--- src/rtl/sio_pkg.sv ---
package sio_pkg;
  localparam int BYTE_W = 8;

  typedef enum logic [1:0] {
    PRE_DIV1  = 2'd0,
    PRE_DIV2  = 2'd1,
    PRE_DIV8  = 2'd2,
    PRE_DIV32 = 2'd3
  } pre_sel_e;

  // Terminal count of the prescaler for each selection.
  function automatic logic [4:0] pre_last(input logic [1:0] sel);
    case (pre_sel_e'(sel))
      PRE_DIV1:  pre_last = 5'd0;
      PRE_DIV2:  pre_last = 5'd1;
      PRE_DIV8:  pre_last = 5'd7;
      default:   pre_last = 5'd31;
    endcase
  endfunction
endpackage

--- src/rtl/sio_sync2.sv ---
module sio_sync2 #(
  parameter int W = 1,
  parameter logic [W-1:0] RST_VAL = '1
) (
  input  logic         clk,
  input  logic         rst_n,
  input  logic [W-1:0] d,
  output logic [W-1:0] q
);
  logic [W-1:0] meta;

  always_ff @(posedge clk or negedge rst_n) begin
    if (!rst_n) begin
      meta <= RST_VAL;
      q    <= RST_VAL;
    end else begin
      meta <= d;
      q    <= meta;
    end
  end
endmodule

--- src/rtl/sio_baud_gen.sv ---
module sio_baud_gen
  import sio_pkg::*;
#(
  parameter int DIV_W = 8
) (
  input  logic             clk,
  input  logic             rst_n,
  input  logic             run,
  input  logic [1:0]       pre_sel,
  input  logic [DIV_W-1:0] divisor,
  output logic             tick
);
  logic [4:0]       pre_cnt;
  logic [DIV_W-1:0] div_cnt;
  logic             pre_wrap;
  logic             div_wrap;

  assign pre_wrap = (pre_cnt == pre_last(pre_sel));
  assign div_wrap = (div_cnt == divisor);
  assign tick     = run && pre_wrap && div_wrap;

  always_ff @(posedge clk or negedge rst_n) begin
    if (!rst_n) begin
      pre_cnt <= '0;
      div_cnt <= '0;
    end else if (!run) begin
      pre_cnt <= '0;
      div_cnt <= '0;
    end else if (pre_wrap) begin
      pre_cnt <= '0;
      div_cnt <= div_wrap ? '0 : div_cnt + 1'b1;
    end else begin
      pre_cnt <= pre_cnt + 1'b1;
    end
  end

  // ticks are spaced by (N+1)*P cycles, so only divide-by-one repeats at once
  p_tick_spacing_r2: assert property (@(posedge clk) disable iff (!rst_n)
    (tick && (divisor != '0 || pre_sel != 2'd0)) |=> !tick);
endmodule

--- src/rtl/sio_shift_engine.sv ---
module sio_shift_engine
  import sio_pkg::*;
#(
  parameter int DATA_W = BYTE_W
) (
  input  logic              clk,
  input  logic              rst_n,
  input  logic              start,
  input  logic [DATA_W-1:0] ld_data,
  input  logic              ext_sel,
  input  logic              pol,
  input  logic              msb_first,
  input  logic              invert,
  input  logic              tick,
  input  logic              ext_clk_s,
  input  logic              sdi,
  output logic              busy,
  output logic              clk_norm,
  output logic              sdo,
  output logic              seventh,
  output logic              done,
  output logic [DATA_W-1:0] rx_byte
);
  localparam int CNT_W = $clog2(DATA_W);
  localparam logic [CNT_W-1:0] LAST_BIT = CNT_W'(DATA_W - 1);
  localparam logic [CNT_W-1:0] PENULT   = CNT_W'(DATA_W - 2);

  logic [DATA_W-1:0] tx_sh;
  logic [DATA_W-1:0] rx_sh;
  logic [CNT_W-1:0]  cnt;
  logic              n_int;     // normalized clock: 1 = idle level
  logic              ext_prev;
  logic              sdo_raw;
  logic              ext_n;
  logic              drv_edge;
  logic              smp_edge;
  logic              rx_bit;

  assign ext_n  = ext_clk_s ^ pol;
  assign rx_bit = sdi ^ invert;

  // Drive edge: normalized clock leaves idle. Sample edge: it returns.
  always_comb begin
    if (ext_sel) begin
      drv_edge = busy && ext_prev && !ext_n;
      smp_edge = busy && !ext_prev && ext_n;
    end else begin
      drv_edge = busy && tick && n_int;
      smp_edge = busy && tick && !n_int;
    end
  end

  always_ff @(posedge clk or negedge rst_n) begin
    if (!rst_n) begin
      busy     <= 1'b0;
      n_int    <= 1'b1;
      ext_prev <= 1'b1;
      sdo_raw  <= 1'b1;
      tx_sh    <= '0;
      rx_sh    <= '0;
      cnt      <= '0;
      seventh  <= 1'b0;
      done     <= 1'b0;
    end else begin
      ext_prev <= ext_n;
      seventh  <= 1'b0;
      done     <= 1'b0;
      if (!busy) begin
        n_int <= 1'b1;
        if (start) begin
          busy  <= 1'b1;
          tx_sh <= ld_data;
          cnt   <= '0;
        end
      end else begin
        if (!ext_sel && tick) n_int <= !n_int;
        if (drv_edge) begin
          sdo_raw <= msb_first ? tx_sh[DATA_W-1] : tx_sh[0];
          tx_sh   <= msb_first ? (tx_sh << 1) : (tx_sh >> 1);
        end
        if (smp_edge) begin
          rx_sh <= msb_first ? {rx_sh[DATA_W-2:0], rx_bit}
                             : {rx_bit, rx_sh[DATA_W-1:1]};
          cnt   <= cnt + 1'b1;
          if (cnt == PENULT) seventh <= 1'b1;
          if (cnt == LAST_BIT) begin
            busy <= 1'b0;
            done <= 1'b1;
          end
        end
      end
    end
  end

  assign clk_norm = n_int;
  assign sdo      = sdo_raw ^ invert;
  assign rx_byte  = rx_sh;

  // the generated clock is back at its idle level when a transfer ends
  p_idle_level_r6: assert property (@(posedge clk) disable iff (!rst_n)
    $fell(busy) |-> n_int);
endmodule

--- src/rtl/sync_serial_port.sv ---
module sync_serial_port
  import sio_pkg::*;
#(
  parameter int DATA_W = BYTE_W,
  parameter int DIV_W  = 8
) (
  input  logic              clk,
  input  logic              rst_n,
  input  logic [DATA_W-1:0] tx_data,
  input  logic              tx_valid,
  output logic              tx_ready,
  output logic [DATA_W-1:0] rx_data,
  output logic              rx_valid,
  input  logic              rx_ready,
  input  logic              cfg_tx_en,
  input  logic              cfg_rx_en,
  input  logic              cfg_ext_clk,
  input  logic              cfg_clk_pol,
  input  logic              cfg_msb_first,
  input  logic              cfg_invert,
  input  logic              cfg_cont_rx,
  input  logic              cfg_txirq_done,
  input  logic              cfg_cts_en,
  input  logic              cfg_rts_en,
  input  logic [1:0]        cfg_prescale,
  input  logic [DIV_W-1:0]  cfg_divisor,
  input  logic              sclk_in,
  output logic              sclk_out,
  output logic              sdo,
  input  logic              sdi,
  input  logic              cts_n,
  output logic              rts_n,
  output logic              tx_irq,
  output logic              rx_irq,
  output logic              overrun
);
  logic [DATA_W-1:0] tx_buf;
  logic              tx_full;
  logic [DATA_W-1:0] rx_buf;
  logic              rx_full;
  logic              arm;       // continuous-receive dummy transfer pending
  logic              real_ld;   // current transfer carries a host byte
  logic              rx_act;    // current transfer receives
  logic              ovr_pend;  // current byte is to be discarded
  logic              sclk_s;
  logic              cts_s;
  logic              tick;
  logic              eng_busy;
  logic              eng_clk;
  logic              eng_seventh;
  logic              eng_done;
  logic [DATA_W-1:0] eng_rx;
  logic              start;
  logic              pop;
  logic              ext_idle;

  sio_sync2 #(.W(2), .RST_VAL(2'b11)) u_sync (
    .clk   (clk),
    .rst_n (rst_n),
    .d     ({sclk_in, cts_n}),
    .q     ({sclk_s, cts_s})
  );

  sio_baud_gen #(.DIV_W(DIV_W)) u_baud (
    .clk     (clk),
    .rst_n   (rst_n),
    .run     (eng_busy && !cfg_ext_clk),
    .pre_sel (cfg_prescale),
    .divisor (cfg_divisor),
    .tick    (tick)
  );

  sio_shift_engine #(.DATA_W(DATA_W)) u_eng (
    .clk       (clk),
    .rst_n     (rst_n),
    .start     (start),
    .ld_data   (tx_full ? tx_buf : {DATA_W{1'b1}}),
    .ext_sel   (cfg_ext_clk),
    .pol       (cfg_clk_pol),
    .msb_first (cfg_msb_first),
    .invert    (cfg_invert),
    .tick      (tick),
    .ext_clk_s (sclk_s),
    .sdi       (sdi),
    .busy      (eng_busy),
    .clk_norm  (eng_clk),
    .sdo       (sdo),
    .seventh   (eng_seventh),
    .done      (eng_done),
    .rx_byte   (eng_rx)
  );

  assign ext_idle = sclk_s ^ cfg_clk_pol;
  assign pop      = rx_full && rx_ready;
  assign start    = !eng_busy && cfg_tx_en && (tx_full || arm)
                    && (!cfg_cts_en || !cts_s)
                    && (!cfg_ext_clk || ext_idle);

  always_ff @(posedge clk or negedge rst_n) begin
    if (!rst_n) begin
      tx_buf   <= '0;
      tx_full  <= 1'b0;
      rx_buf   <= '0;
      rx_full  <= 1'b0;
      arm      <= 1'b0;
      real_ld  <= 1'b0;
      rx_act   <= 1'b0;
      ovr_pend <= 1'b0;
      overrun  <= 1'b0;
      tx_irq   <= 1'b0;
      rx_irq   <= 1'b0;
    end else begin
      tx_irq <= 1'b0;
      rx_irq <= 1'b0;
      if (tx_valid && !tx_full) begin
        tx_buf  <= tx_data;
        tx_full <= 1'b1;
      end
      if (start) begin
        if (tx_full) tx_full <= 1'b0;
        real_ld  <= tx_full;
        rx_act   <= cfg_rx_en;
        arm      <= 1'b0;
        ovr_pend <= 1'b0;
        tx_irq   <= tx_full && !cfg_txirq_done;
      end
      if (pop) begin
        rx_full <= 1'b0;
        overrun <= 1'b0;
        if (cfg_cont_rx && cfg_rx_en) arm <= 1'b1;
      end
      if (eng_seventh && rx_act && rx_full && !pop) begin
        ovr_pend <= 1'b1;
        overrun  <= 1'b1;
      end
      if (eng_done) begin
        if (rx_act && !ovr_pend) begin
          rx_buf  <= eng_rx;
          rx_full <= 1'b1;
          rx_irq  <= 1'b1;
        end
        if (real_ld && cfg_txirq_done) tx_irq <= 1'b1;
      end
    end
  end

  assign tx_ready = !tx_full;
  assign rx_valid = rx_full;
  assign rx_data  = rx_buf;
  assign sclk_out = eng_clk ^ cfg_clk_pol;
  assign rts_n    = cfg_rts_en ? !(cfg_rx_en && !rx_full) : 1'b0;

  // no transfer begins with the transmitter disabled
  p_start_txen_r3: assert property (@(posedge clk) disable iff (!rst_n)
    $rose(eng_busy) |-> $past(cfg_tx_en));
  // no transfer begins against a high clear-to-send when gating is on
  p_cts_gate_r4: assert property (@(posedge clk) disable iff (!rst_n)
    $rose(eng_busy) |-> $past(!cfg_cts_en || !cts_s));
  // a receive pulse always comes with a byte on offer
  p_rx_irq_valid_r5: assert property (@(posedge clk) disable iff (!rst_n)
    rx_irq |-> rx_valid);
  // taking the held byte clears the overrun flag
  p_ovr_clear_r10: assert property (@(posedge clk) disable iff (!rst_n)
    (rx_valid && rx_ready) |=> !overrun);
  // an untaken receive byte holds steady
  p_rx_hold_r14: assert property (@(posedge clk) disable iff (!rst_n)
    (rx_valid && !rx_ready) |=> (rx_valid && $stable(rx_data)));
endmodule

--- config.mk ---
export PLATFORM = sky130hd
export DESIGN_NAME = sync_serial_port
export DESIGN_NICKNAME = d
export VERILOG_FILES = /design/src/rtl/sio_pkg.sv /design/src/rtl/sio_sync2.sv /design/src/rtl/sio_baud_gen.sv /design/src/rtl/sio_shift_engine.sv /design/src/rtl/sync_serial_port.sv
export SDC_FILE = /design/constraint.sdc
export NUM_CORES = 1
export LEC_CHECK = 0
export BUFFER_PORTS_ARGS = -buffer_cell sky130_fd_sc_hd__buf_2
export CAP_MARGIN = 20
export CORE_MARGIN = 3
export CORE_UTILIZATION = 63
export CTS_BUF_LIST = sky130_fd_sc_hd__clkbuf_8
export DETAILED_ROUTE_END_ITERATION = 10
export PLACE_DENSITY_LB_ADDON = 0.3
export SLEW_MARGIN = 10
export SYNTH_ARGS = -nofsm -noshare
export SYNTH_HDL_FRONTEND = slang
export SYNTH_HIERARCHICAL = 1
export SYNTH_SLANG_ARGS = --single-unit
--- constraint.sdc ---
create_clock -name clk -period 7.55 [get_ports clk]
set_clock_uncertainty 0.05 [all_clocks]
set_input_delay 1.51 -clock clk [delete_from_list [all_inputs] [get_ports clk]]
set_output_delay 1.51 -clock clk [all_outputs]
set_load 0.1 [all_outputs]
# Word level (Yosys, flattened, before mapping)
# Cells that the tools add are included.
[totals]
in_bits = 35
reg_bits = 67
output_inout_bits = 16
[op_classes]
n_reduce_logical = 50
bitwise_logic = 4
muxes = 49
n_addsub = 3
n_eq_ne = 10
[ops]
columns = ["cell", "n"]
rows = [
  ["$mux 8", 9],
  ["$mux 1", 34],
  ["$logic_and 1x1->1", 25],
  ["$pmux 5 s3", 1],
  ["$logic_not 1->1", 13],
  ["$mux 5", 2],
  ["$reduce_and 2->1", 5],
  ["$mux 3", 3],
  ["$add 8x1->8 const B", 1],
  ["$eq 8x8->1", 1],
  ["$ne 2x2->1 const B", 4],
  ["$eq 3x3->1 const B", 2],
  ["$reduce_bool 2->1", 3],
  ["$add 5x1->5 const B", 1],
  ["$eq 5x5->1", 1],
  ["$xor 1x1->1", 4],
  ["$add 3x1->3 const B", 1],
  ["$logic_or 1x1->1", 3],
  ["$eq 2x1->1 const B", 1],
  ["$eq 2x2->1 const B", 1],
  ["$logic_not 2->1", 1],
]

# Depth between registers and ports, before layout
[depth]
depth_word = 10
ltp_mapped = 9

# Modules after synthesis
# The synthesis kept the hierarchy.
[modules_own_cells]
columns = ["module", "cells_per_inst", "seq_area_each_um2", "instances", "area_each_um2"]
rows = [
  ["sio_shift_engine", 110, 629.4, 1, 1330.0],
  ["sync_serial_port", 80, 625.6, 1, 1058.5],
  ["sio_baud_gen", 93, 325.3, 1, 795.8],
  ["sio_sync2", 4, 105.1, 1, 105.1],
]

# Worst setup path after synthesis
# Ideal clock, no wire load.
[synth_timing]
path_type = "in2out"
start = "in cfg_rts_en"
end = "out rts_n"
path_slack_ps = 2291
t_arrival_ps = 3699
required_ps = 5990
stages = 1
cell_sequence = "a21boi_0"
[synth_between]
elab_chain_cells = 1
[synth_rtl]
columns = ["item", "line_no", "source"]
rows = [
  ["start, declared", "sync_serial_port.sv:24", "input logic cfg_rts_en,"],
  ["$mux 1", "sync_serial_port.sv:151", "assign rts_n = cfg_rts_en ? !(cfg_rx_en && !rx_full) : 1'b0;"],
  ["end, declared", "sync_serial_port.sv:32", "output logic rts_n,"],
]
# No other way between the ends.

# Worst setup path after layout
[layout_timing]
start = "in cfg_clk_pol"
end = "out sclk_out"
[layout_between]
elab_chain_cells = 1
[layout_rtl]
columns = ["item", "line_no", "source"]
rows = [
  ["start, declared", "sync_serial_port.sv:18", "input logic cfg_clk_pol,"],
  ["$xor 1x1->1", "sync_serial_port.sv:150", "assign sclk_out = eng_clk ^ cfg_clk_pol;"],
  ["end, declared", "sync_serial_port.sv:28", "output logic sclk_out,"],
]
# No other way between the ends.

==> run metrics <==
status complete, no violations; #FFs+latches synth 67; max cap viols 0; Post-CTS Setup Bufs 0; router iterations before antenna repair 4; RSZ-0062 raised after global routing no; syn avg cell area 11.5 sq um; # rows 25; Post-Route M1 WL 2.81 mm; register area share after synthesis 0.512; number of vias in the routed layout 2286; IO Port Bufs 50; Clock Pin Slew Worst Setup and Hold Paths 0.07 ns; Top Layer Used met4; Post-route DRC 0; share of cells above drive strength 1 0.360; Initial Util 0.674; vias per inst 5.56; # IOs 51; cell taking the most area after synthesis dfrtp_1; Slew HR 0.452; CP startpoint kind input pin; EDFF count, synth 0; Period Utilization, post-route 0.507; CP Cell Sequence buf_2 > xor2_1 > buf_2; Final min period 3.83 ns; Post-CTS Hold Buffers 0; synth top area cells dfrtp_1, mux2_2, dfstp_2, xor2_1, mux2i_1; DRT antenna net count 0; CP max stage delay 0.45 ns; grt ovf 0; CTS tree done; Synth-to-Final Area Change 15.1%; metal3 WL 373 microns; DP HPWL 4.29 mm; f_max 261 MHz; flop2flop setup slack 4.40 ns; WP data arrival 2.27 ns; final core occ 0.776; CTS H-Tree Depth 3; Crit Path Category input pin to primary output; Yosys top cell area share 0.456; setup TNS 0 ns; Worst Path Required 5.99 ns; FILL cells 338; fin. max-slew vios 0; CTS Buf Count 9; largest net degree at the start of global routing 68; Post-Syn Nets 327; DR iter-0 viols 152; core area 4880 sq um; post-synthesis cell area 3290 sq um; R2R depth 6; vias in the first global route 2328; Clock Path Buffers 2; ys async rst share 1.00; WL/cell 15.4 microns; # setup viols final 0; YS warnings 6; Top FF cell, synth dfrtp_1; first-pass GRT wire length 11.0 mm; Commonest cells post-synth dfrtp_1, mux2_2, nand2_1, nor2_1; clk root buf clkbuf_8; maximum vdd ir drop 0.239 mV; initial antenna violation count 0; CP max-delay cell buf_2; GRT Total Usage 0.234; Least-Margin Pin Slew 0.822 ns; area of the multi-input gates 1500 sq um; most used cell, CP buf_2; routed wl met2 3.07 mm; Die W 78.3 microns; Clk Latency, worst-skew pair 0.34 ns; LEAKAGE 0.00186 uW; hold crit path type flip-flop to flip-flop; crit-path max FO 3; hold path depth 0; CTS Sinks 67; die height 78.3 microns; Mapped Cells 287; pwr dens 314 nW/um^2; Layout Nets 379; CP endpoint kind primary output; most common cell in the netlist dfrtp_1; PostCTS Resize Cnt 0; area occupied by registers 1690 sq um; Unique masters post-synth 43; gpl congestion 0.856; routed wire length 6.33 mm; endpoints failing hold 0; antenna diode count 0; die area 6120 sq um
[routing by layer]
metal | global-route usage | vias up
met4 | 0.0874 | 0
met2 | 0.372 | 68
met1 | 0.309 | 1114
met5 | 0 | -
li1 | - | 1099
met3 | 0.0642 | 5
[metrics by stage]
step	power (uW)	instances	hold slack (ns)	area (sq um)	setup slack [ns]
4_1_cts	1200	411	0.308	3790	3.72
6_report	1190	411	0.308	3790	3.72
3_3_place_gp	857	395	0.296	3580	3.65
5_1_grt	1260	411	0.310	3790	3.64
3_5_place_dp	879	395	0.298	3580	3.59
2_1_floorplan	796	287	0.295	3290	2.29
[cells by family (layout without fill, tap and decap cells)]
family / count (synthesis) / in the layout / synth area share
compound gates: 36 / 36 / 0.0708
buf+inv: 25 / 82 / 0.0327
mux: 53 / 53 / 0.183
xor+xnor: 17 / 17 / 0.0475
flops: 67 / 67 / 0.512
fa+ha+maj: 5 / 5 / 0.0190
simple gates: 84 / 84 / 0.135
[worst paths after layout]
check,start,end
setup / recovery,cfg_clk_pol,sclk_out
hold / removal,u_sync/meta[1],u_sync/q[1]
setup reg to reg,u_eng/busy,u_eng/rx_byte[1]
hold reg to reg,u_sync/meta[1],u_sync/q[1]
max in group asynchronous,rst_n,u_eng/seventh
min in group asynchronous,rst_n,u_baud/div_cnt[2]
[cell usage in the layout (no fill, tap or decap), drive strengths merged, types with 2 or more instances in the layout]
cell and instances:
dfrtp 60, xor2 14, mux2i 11, or3 5, nor3 2, o22ai 6, dfstp 7, clkinv 4
o21ai 7, nand4b 2, nand2 21, nand3 8, ha 5, inv 16, bufinv 2, clkbuf 9
nor2 16, a21oi 15, xnor2 3, and3 3, nor2b 3, or2 3, and3b 2, nor4 2
buf 51, or3b 2, mux2 42, nand2b 11
[power by group]
group          switching (uW)  internal (uW)  total [uW]
combinational             183            154         337
sequential               87.0            455         542
clock                     130            182         312
total                     399            792        1190
[flip-flops by register name, summed over array words and instances, names as in the netlist, 2 cells and up]
signal,count
rx_data,8
tx_buf,8
u_baud/div_cnt,8
u_eng/rx_byte,8
u_eng/tx_sh,8
u_baud/pre_cnt,5
u_eng/cnt,3
u_sync/meta,2
u_sync/q,2
[final cells by class]
cell class | instances | area share
Clock buffer | 9 | 0.0327
Clock inverter | 7 | 0.0221
Inverter | 15 | 0.0149
Multi-Input combinational cell | 195 | 0.395
Sequential cell | 67 | 0.445
Tap cell | 67 | 0.0221
Timing Repair Buffer | 51 | 0.0681
[critical path, delay by kind of cell]
kind | cells | cell delay, ns
XOR/XNOR | 1 | 0.16
buffers and inverters | 2 | 0.59
Power figures use the tool's default switching activity.
